$ cat config.mk
export PLATFORM = sky130hd
export DESIGN_NAME = outdiv_channel
export DESIGN_NICKNAME = d
export VERILOG_FILES = /design/src/rtl/outdiv_pkg.sv /design/src/rtl/outdiv_cfg_sel.sv /design/src/rtl/outdiv_counter.sv /design/src/rtl/outdiv_out_stage.sv /design/src/rtl/outdiv_channel.sv
export SDC_FILE = /design/constraint.sdc
export NUM_CORES = 1
export LEC_CHECK = 0
export ABC_CLOCK_PERIOD_IN_PS = 4310
export CAP_MARGIN = 20
export CORE_ASPECT_RATIO = 1.4
export CORE_UTILIZATION = 58
export DETAILED_ROUTE_END_ITERATION = 12
export MAX_ROUTING_LAYER = met4
export PLACE_DENSITY_LB_ADDON = 0.15
export SLEW_MARGIN = 25
export SYNTH_ARGS = -nofsm -noshare
export SYNTH_HDL_FRONTEND = slang
export SYNTH_SLANG_ARGS = --single-unit
$ cat constraint.sdc
create_clock -name clk -period 4.31 [get_ports clk]
set_input_delay 0.862 -clock clk [delete_from_list [all_inputs] [get_ports clk]]
set_output_delay 0.862 -clock clk [all_outputs]
set_load 0.01 [all_outputs]
$ cat src/rtl/outdiv_pkg.sv
package outdiv_pkg;

    typedef enum logic [1:0] {
        DM_OFF  = 2'b00,
        DM_PASS = 2'b01,
        DM_DIV2 = 2'b10,
        DM_DIVQ = 2'b11
    } div_mode_e;

    typedef enum logic [1:0] {
        PK_HIZ_A = 2'b00,
        PK_HIZ_B = 2'b01,
        PK_LOW   = 2'b10,
        PK_HIGH  = 2'b11
    } park_e;

    typedef struct packed {
        logic drive;
        logic level;
    } pin_t;

    // Division ratio for one configuration; zero for the off mode.
    function automatic int unsigned ratio_of(div_mode_e m, int unsigned q);
        case (m)
            DM_PASS: return 1;
            DM_DIV2: return 2;
            DM_DIVQ: return q + 2;
            default: return 0;
        endcase
    endfunction

    // High phase length: the smaller half of the ratio.
    function automatic int unsigned high_len(int unsigned n);
        return n >> 1;
    endfunction

    // Pin state while the divider is stopped; literal level, no inversion.
    function automatic pin_t park_pin(park_e p);
        pin_t r;
        case (p)
            PK_LOW:  begin r.drive = 1'b1; r.level = 1'b0; end
            PK_HIGH: begin r.drive = 1'b1; r.level = 1'b1; end
            default: begin r.drive = 1'b0; r.level = 1'b0; end
        endcase
        return r;
    endfunction

endpackage

$ cat src/rtl/outdiv_cfg_sel.sv
module outdiv_cfg_sel
    import outdiv_pkg::*;
#(
    parameter int QW    = 10,
    parameter int NSETS = 2,
    parameter int CW    = QW + 1,
    parameter int SW    = (NSETS > 1) ? $clog2(NSETS) : 1
) (
    input  logic [NSETS*QW-1:0] q_flat,
    input  logic [NSETS*2-1:0]  mode_flat,
    input  logic [SW-1:0]       sel,
    output logic                all_on,
    output logic [CW-1:0]       n_next,
    output logic [CW-1:0]       hi_next,
    output logic                bypass_next
);

    div_mode_e       mode_arr [NSETS];
    logic [QW-1:0]   q_arr    [NSETS];
    logic [NSETS-1:0] nz;

    for (genvar i = 0; i < NSETS; i++) begin : g_set
        assign mode_arr[i] = div_mode_e'(mode_flat[i*2 +: 2]);
        assign q_arr[i]    = q_flat[i*QW +: QW];
        assign nz[i]       = (mode_arr[i] != DM_OFF);
    end

    assign all_on = &nz;

    div_mode_e     sel_mode;
    logic [QW-1:0] sel_q;
    logic [31:0]   ratio_w;
    logic [31:0]   high_w;

    always_comb begin
        sel_mode    = mode_arr[sel];
        sel_q       = q_arr[sel];
        ratio_w     = ratio_of(sel_mode, 32'(sel_q));
        high_w      = high_len(ratio_w);
        n_next      = ratio_w[CW-1:0];
        hi_next     = high_w[CW-1:0];
        bypass_next = (sel_mode == DM_PASS);
    end

endmodule

$ cat src/rtl/outdiv_counter.sv
module outdiv_counter #(
    parameter int CW    = 11,
    parameter int DEF_N = 4
) (
    input  logic          clk,
    input  logic          rst,
    input  logic          en,
    input  logic [CW-1:0] n_next,
    input  logic [CW-1:0] hi_next,
    input  logic          bypass_next,
    output logic          running,
    output logic [CW-1:0] cnt,
    output logic [CW-1:0] act_n,
    output logic          bypass,
    output logic          div_q
);

    localparam logic [CW-1:0] DEF_N_V  = CW'(DEF_N);
    localparam logic [CW-1:0] DEF_HI_V = CW'(DEF_N / 2);

    logic [CW-1:0] act_hi;
    logic          period_end;
    logic [CW-1:0] cnt_inc;

    assign cnt_inc    = cnt + 1'b1;
    assign period_end = !running || bypass || (cnt == act_n - 1'b1);

    always_ff @(posedge clk) begin
        if (rst || !en) begin
            running <= 1'b0;
            cnt     <= '0;
            act_n   <= DEF_N_V;
            act_hi  <= DEF_HI_V;
            bypass  <= 1'b0;
            div_q   <= 1'b0;
        end else if (period_end) begin
            running <= 1'b1;
            cnt     <= '0;
            act_n   <= n_next;
            act_hi  <= hi_next;
            bypass  <= bypass_next;
            div_q   <= 1'b1;
        end else begin
            cnt     <= cnt_inc;
            div_q   <= (cnt_inc < act_hi);
        end
    end

endmodule

$ cat src/rtl/outdiv_out_stage.sv
module outdiv_out_stage
    import outdiv_pkg::*;
(
    input  logic  clk,
    input  logic  running,
    input  logic  bypass,
    input  logic  div_q,
    input  park_e park,
    input  logic  invert,
    output logic  clk_out,
    output logic  drive_en
);

    pin_t parked;
    logic live_lvl;

    always_comb begin
        parked   = park_pin(park);
        live_lvl = bypass ? clk : div_q;
        if (running) begin
            drive_en = 1'b1;
            clk_out  = live_lvl ^ invert;
        end else begin
            drive_en = parked.drive;
            clk_out  = parked.level;
        end
    end

endmodule

$ cat src/rtl/outdiv_channel.sv
module outdiv_channel
    import outdiv_pkg::*;
#(
    parameter int QW    = 10,
    parameter int DEF_Q = 2
) (
    input  logic          clk,
    input  logic          rst,
    input  logic          out_en,
    input  logic          set_sel,
    input  logic [1:0]    mode_set0,
    input  logic [QW-1:0] q_set0,
    input  logic [1:0]    mode_set1,
    input  logic [QW-1:0] q_set1,
    input  logic [1:0]    park_mode,
    input  logic          invert,
    output logic          clk_out,
    output logic          drive_en
);

    localparam int NSETS = 2;
    localparam int CW    = QW + 1;

    logic          all_on;
    logic          en_live;
    logic [CW-1:0] n_next;
    logic [CW-1:0] hi_next;
    logic          bypass_next;
    logic          running;
    logic [CW-1:0] cnt;
    logic [CW-1:0] act_n;
    logic          bypass;
    logic          div_q;

    outdiv_cfg_sel #(.QW(QW), .NSETS(NSETS), .CW(CW), .SW(1)) u_sel (
        .q_flat      ({q_set1, q_set0}),
        .mode_flat   ({mode_set1, mode_set0}),
        .sel         (set_sel),
        .all_on      (all_on),
        .n_next      (n_next),
        .hi_next     (hi_next),
        .bypass_next (bypass_next)
    );

    assign en_live = out_en && all_on;

    outdiv_counter #(.CW(CW), .DEF_N(DEF_Q + 2)) u_cnt (
        .clk         (clk),
        .rst         (rst),
        .en          (en_live),
        .n_next      (n_next),
        .hi_next     (hi_next),
        .bypass_next (bypass_next),
        .running     (running),
        .cnt         (cnt),
        .act_n       (act_n),
        .bypass      (bypass),
        .div_q       (div_q)
    );

    outdiv_out_stage u_out (
        .clk      (clk),
        .running  (running),
        .bypass   (bypass),
        .div_q    (div_q),
        .park     (park_e'(park_mode)),
        .invert   (invert),
        .clk_out  (clk_out),
        .drive_en (drive_en)
    );

endmodule

==> metrics.log <==
INFO  metric outcome = finished clean
INFO  metric final_common_cell = sky130_fd_sc_hd__clkdlybuf4s50_1
INFO  metric startpoint_type = clock port
INFO  metric finalWorstSetupSlack = 310 ps
INFO  metric synth_flop_cell = sky130_fd_sc_hd__dfxtp_1
INFO  metric place_inst = 307
INFO  metric worstRegToRegCells = 9
INFO  metric tns = 0 ps
INFO  metric grt_use_total = 26.4%
INFO  metric skew = 9.67 ps
INFO  metric detail-route-antenna-nets = 0
INFO  metric whs_path_depth = 2
INFO  metric worst_ir_drop_vdd = 0.164 mV
INFO  metric vias = 1,803
INFO  metric finish.cell_count_without_fillers = 314
INFO  metric die_w = 52.1 um
INFO  metric synth_enable_flop_cells = 0
INFO  metric first_pass_grt_wire_length = 7510 um
INFO  metric hold-worst-slack = 508 ps
INFO  metric core_area = 0.00338 mm^2
INFO  metric slew_headroom = 65.5%
INFO  metric seq_area_frac_synth = 24.5%
INFO  metric worstSkewPairLatency = 370 ps
INFO  metric dr_wl_met3 = 103 um
INFO  metric required = 3450 ps
INFO  metric avgViaCountPerCell = 5.74
INFO  metric worst-path-max-fanout = 2
INFO  metric power-per-cell-area = 229 mW/mm^2
INFO  metric setup.reg_to_reg.worst_slack = 1230 ps
INFO  metric clk_pin_slew = 90 ps
INFO  metric drive_above_1_share = 8.03%
INFO  metric dpl_worst_slack = 359 ps
INFO  metric async_reset_ff_share = 0%
INFO  metric place_congestion = 0.859
INFO  metric wirelength_met1 = 1830 um
INFO  metric rows = 25
INFO  metric most-common-layout-cells = 31 x sky130_fd_sc_hd__clkdlybuf4s50_1, 25 x sky130_fd_sc_hd__dfxtp_1, 23 x sky130_fd_sc_hd__nand2_1
INFO  metric timing.critical_path.arrival = 3140 ps
INFO  metric max_transition_viols_final = 0
INFO  metric synth_area = 0.00204 mm^2
INFO  metric drt_wl_total = 4180 um
INFO  metric syn-num-nets = 287
INFO  metric rsz0062_at_grt = no
INFO  metric detail_route.wl_per_cell = 13.3 um
INFO  metric globalRouteOverflowTotal = 0
INFO  metric design.portCount = 33
INFO  metric clock_tree_from_tritoncts = built
INFO  metric hold_path_class = reg -> reg
INFO  metric first_pass_iters = 4
INFO  metric antenna_cells_inserted = 0
INFO  metric die_h = 72.2 um
INFO  metric drt_iter0_markers = 49
INFO  metric top_layer_used = met4
INFO  metric worst_slew_pin_tran = 513 ps
INFO  metric synthDistinctLibCells = 54
INFO  metric number_of_maximum_capacitance_violations = 0
INFO  metric timing_worst_setup_path_type = clk -> out
INFO  metric postSynthRegisterBits = 25
INFO  metric antenna_found_initial = 0
INFO  metric leakage = 0.990 nW
INFO  metric hold_viol_final = 0
INFO  metric floorplan.initialDensity = 60.4%
INFO  metric grt_start_max_net_pins = 25
INFO  metric detailroute.wirelength.met2 = 2190 um
INFO  metric first_global_vias = 1,813
INFO  metric drcViolationCount = 0
INFO  metric final_core_utilization = 72.4%
INFO  metric synth-warning-count = 0
INFO  metric dieArea = 0.00377 mm^2
INFO  metric area_delta_synth_final = 19.9%
INFO  metric worstHoldStart = u_cnt.act_hi[9]$_SDFFE_PP0P_
INFO  metric finalNetCount = 318
INFO  metric dp_hpwl = 3320 um
INFO  metric reg2reg_from = u_cnt.act_n[0]$_SDFFE_PP0P_
INFO  metric rr_endpoint = u_cnt.act_n[7]$_SDFFE_PP0P_
INFO  metric crit_path_capture_type = output pin
INFO  metric hold_path_end = u_cnt.act_hi[9]$_SDFFE_PP0P_
INFO  metric total_of_buffers_placed_on_input_and_output_ports = 32
INFO  metric final-setup-viol-count = 0
INFO  metric syn-instance-count = 244
INFO  metric post_synth.cell_area_avg = 8.37 um^2
## registers in the layout, indices dropped and copies added, names as in the netlist
register	count
u_cnt.cnt	11
u_cnt.bypass	1
u_cnt.running	1
u_cnt.div_q	1
u_cnt.act_n	10
u_cnt.act_hi	1
## how the worst max path moves through the flow
stage / slack [ps] / depth (start not counted) / to / start
3_3_place_gp: 360 / 5 / clk_out / clk
4_1_cts: 270 / 7 / clk_out / clk
3_5_place_dp: 360 / 5 / clk_out / clk
2_1_floorplan: 830 / 4 / clk_out / clk
5_1_grt: 280 / 7 / clk_out / clk
6_report: 310 / 7 / clk_out / clk
## critical path: stages
cell and delay [ps]:
sky130_fd_sc_hd__clkbuf_8 110, sky130_fd_sc_hd__clkbuf_8 110, sky130_fd_sc_hd__mux2i_1 150, sky130_fd_sc_hd__xnor2_1 150
sky130_fd_sc_hd__nand2_1 90, sky130_fd_sc_hd__o21ai_0 80, sky130_fd_sc_hd__dlygate4sd2_1 280
## metrics by stage
step	power [mW]	cell area, um^2
floorplan	0.318	2040
global placement	0.359	2360
detailed placement	0.360	2360
CTS	0.566	2450
global route	0.591	2450
finish	0.561	2450
## kinds of logic (layout without fill, tap and decap cells)
group / Yosys count / in the layout / share of synthesized area [%]
xor+xnor: 31 / 31 / 13.3
compound gates: 42 / 42 / 15.7
mux: 15 / 15 / 7.54
buf+inv: 27 / 57 / 6.37
flops: 25 / 25 / 24.5
simple gates: 92 / 92 / 25.2
fa+ha+maj: 12 / 12 / 7.35
## per-layer routing
metal / up-vias / global-route usage [%]
met5: - / -
met4: 0 / 8.48
met3: 7 / 4.19
met2: 39 / 46.6
met1: 829 / 29.6
li1: 928 / -
## report_power, final
group / total [mW] / internal (mW) / switching, mW / leakage [nW]
Combinational: 0.110 / 0.0610 / 0.0494 / 0.728
Clock: 0.211 / 0.126 / 0.0851 / 0.0599
Sequential: 0.239 / 0.234 / 0.00518 / 0.202
## synth_stat cells (all sizes together) (3+ instances only)
| cell | n | area (um^2) |
|---|---|---|
| dfxtp | 25 | 500 |
| nand2 | 23 | 86.3 |
| xnor2 | 18 | 158 |
| inv | 15 | 56.3 |
| nand3 | 14 | 70.1 |
| xor2 | 13 | 114 |
| ha | 12 | 150 |
| mux2i | 12 | 120 |
| nor3 | 10 | 50.1 |
| nor2 | 8 | 30.0 |
| nor3b | 8 | 60.1 |
| a31oi | 7 | 43.8 |
| clkbuf | 7 | 26.3 |
| and3 | 5 | 31.3 |
| buf | 5 | 47.5 |
| a21oi | 4 | 20.0 |
| nand2b | 4 | 25.0 |
| nor2b | 4 | 25.0 |
| o21a | 4 | 30.0 |
| a211oi | 3 | 22.5 |
| a41oi | 3 | 26.3 |
| mux2 | 3 | 33.8 |
| o21ai | 3 | 15.0 |
| or2 | 3 | 18.8 |
## cell type report
cell class | instances | area [um^2]
sequential | 25 | 500
fill | 275 | 931
clock buffer | 7 | 91.3
timing repair buffer | 34 | 333
tap | 40 | 50.0
inverter | 15 | 56.3
clock inverter | 1 | 5.00
multi-input combinational | 192 | 1410
## repair_timing
item,CTS,global route
hold buffers,0,0
setup endpoints to repair,1,0
gates resized for setup,1,0
setup buffers,0,0
No activity file was read; power rests on OpenSTA's default activity.
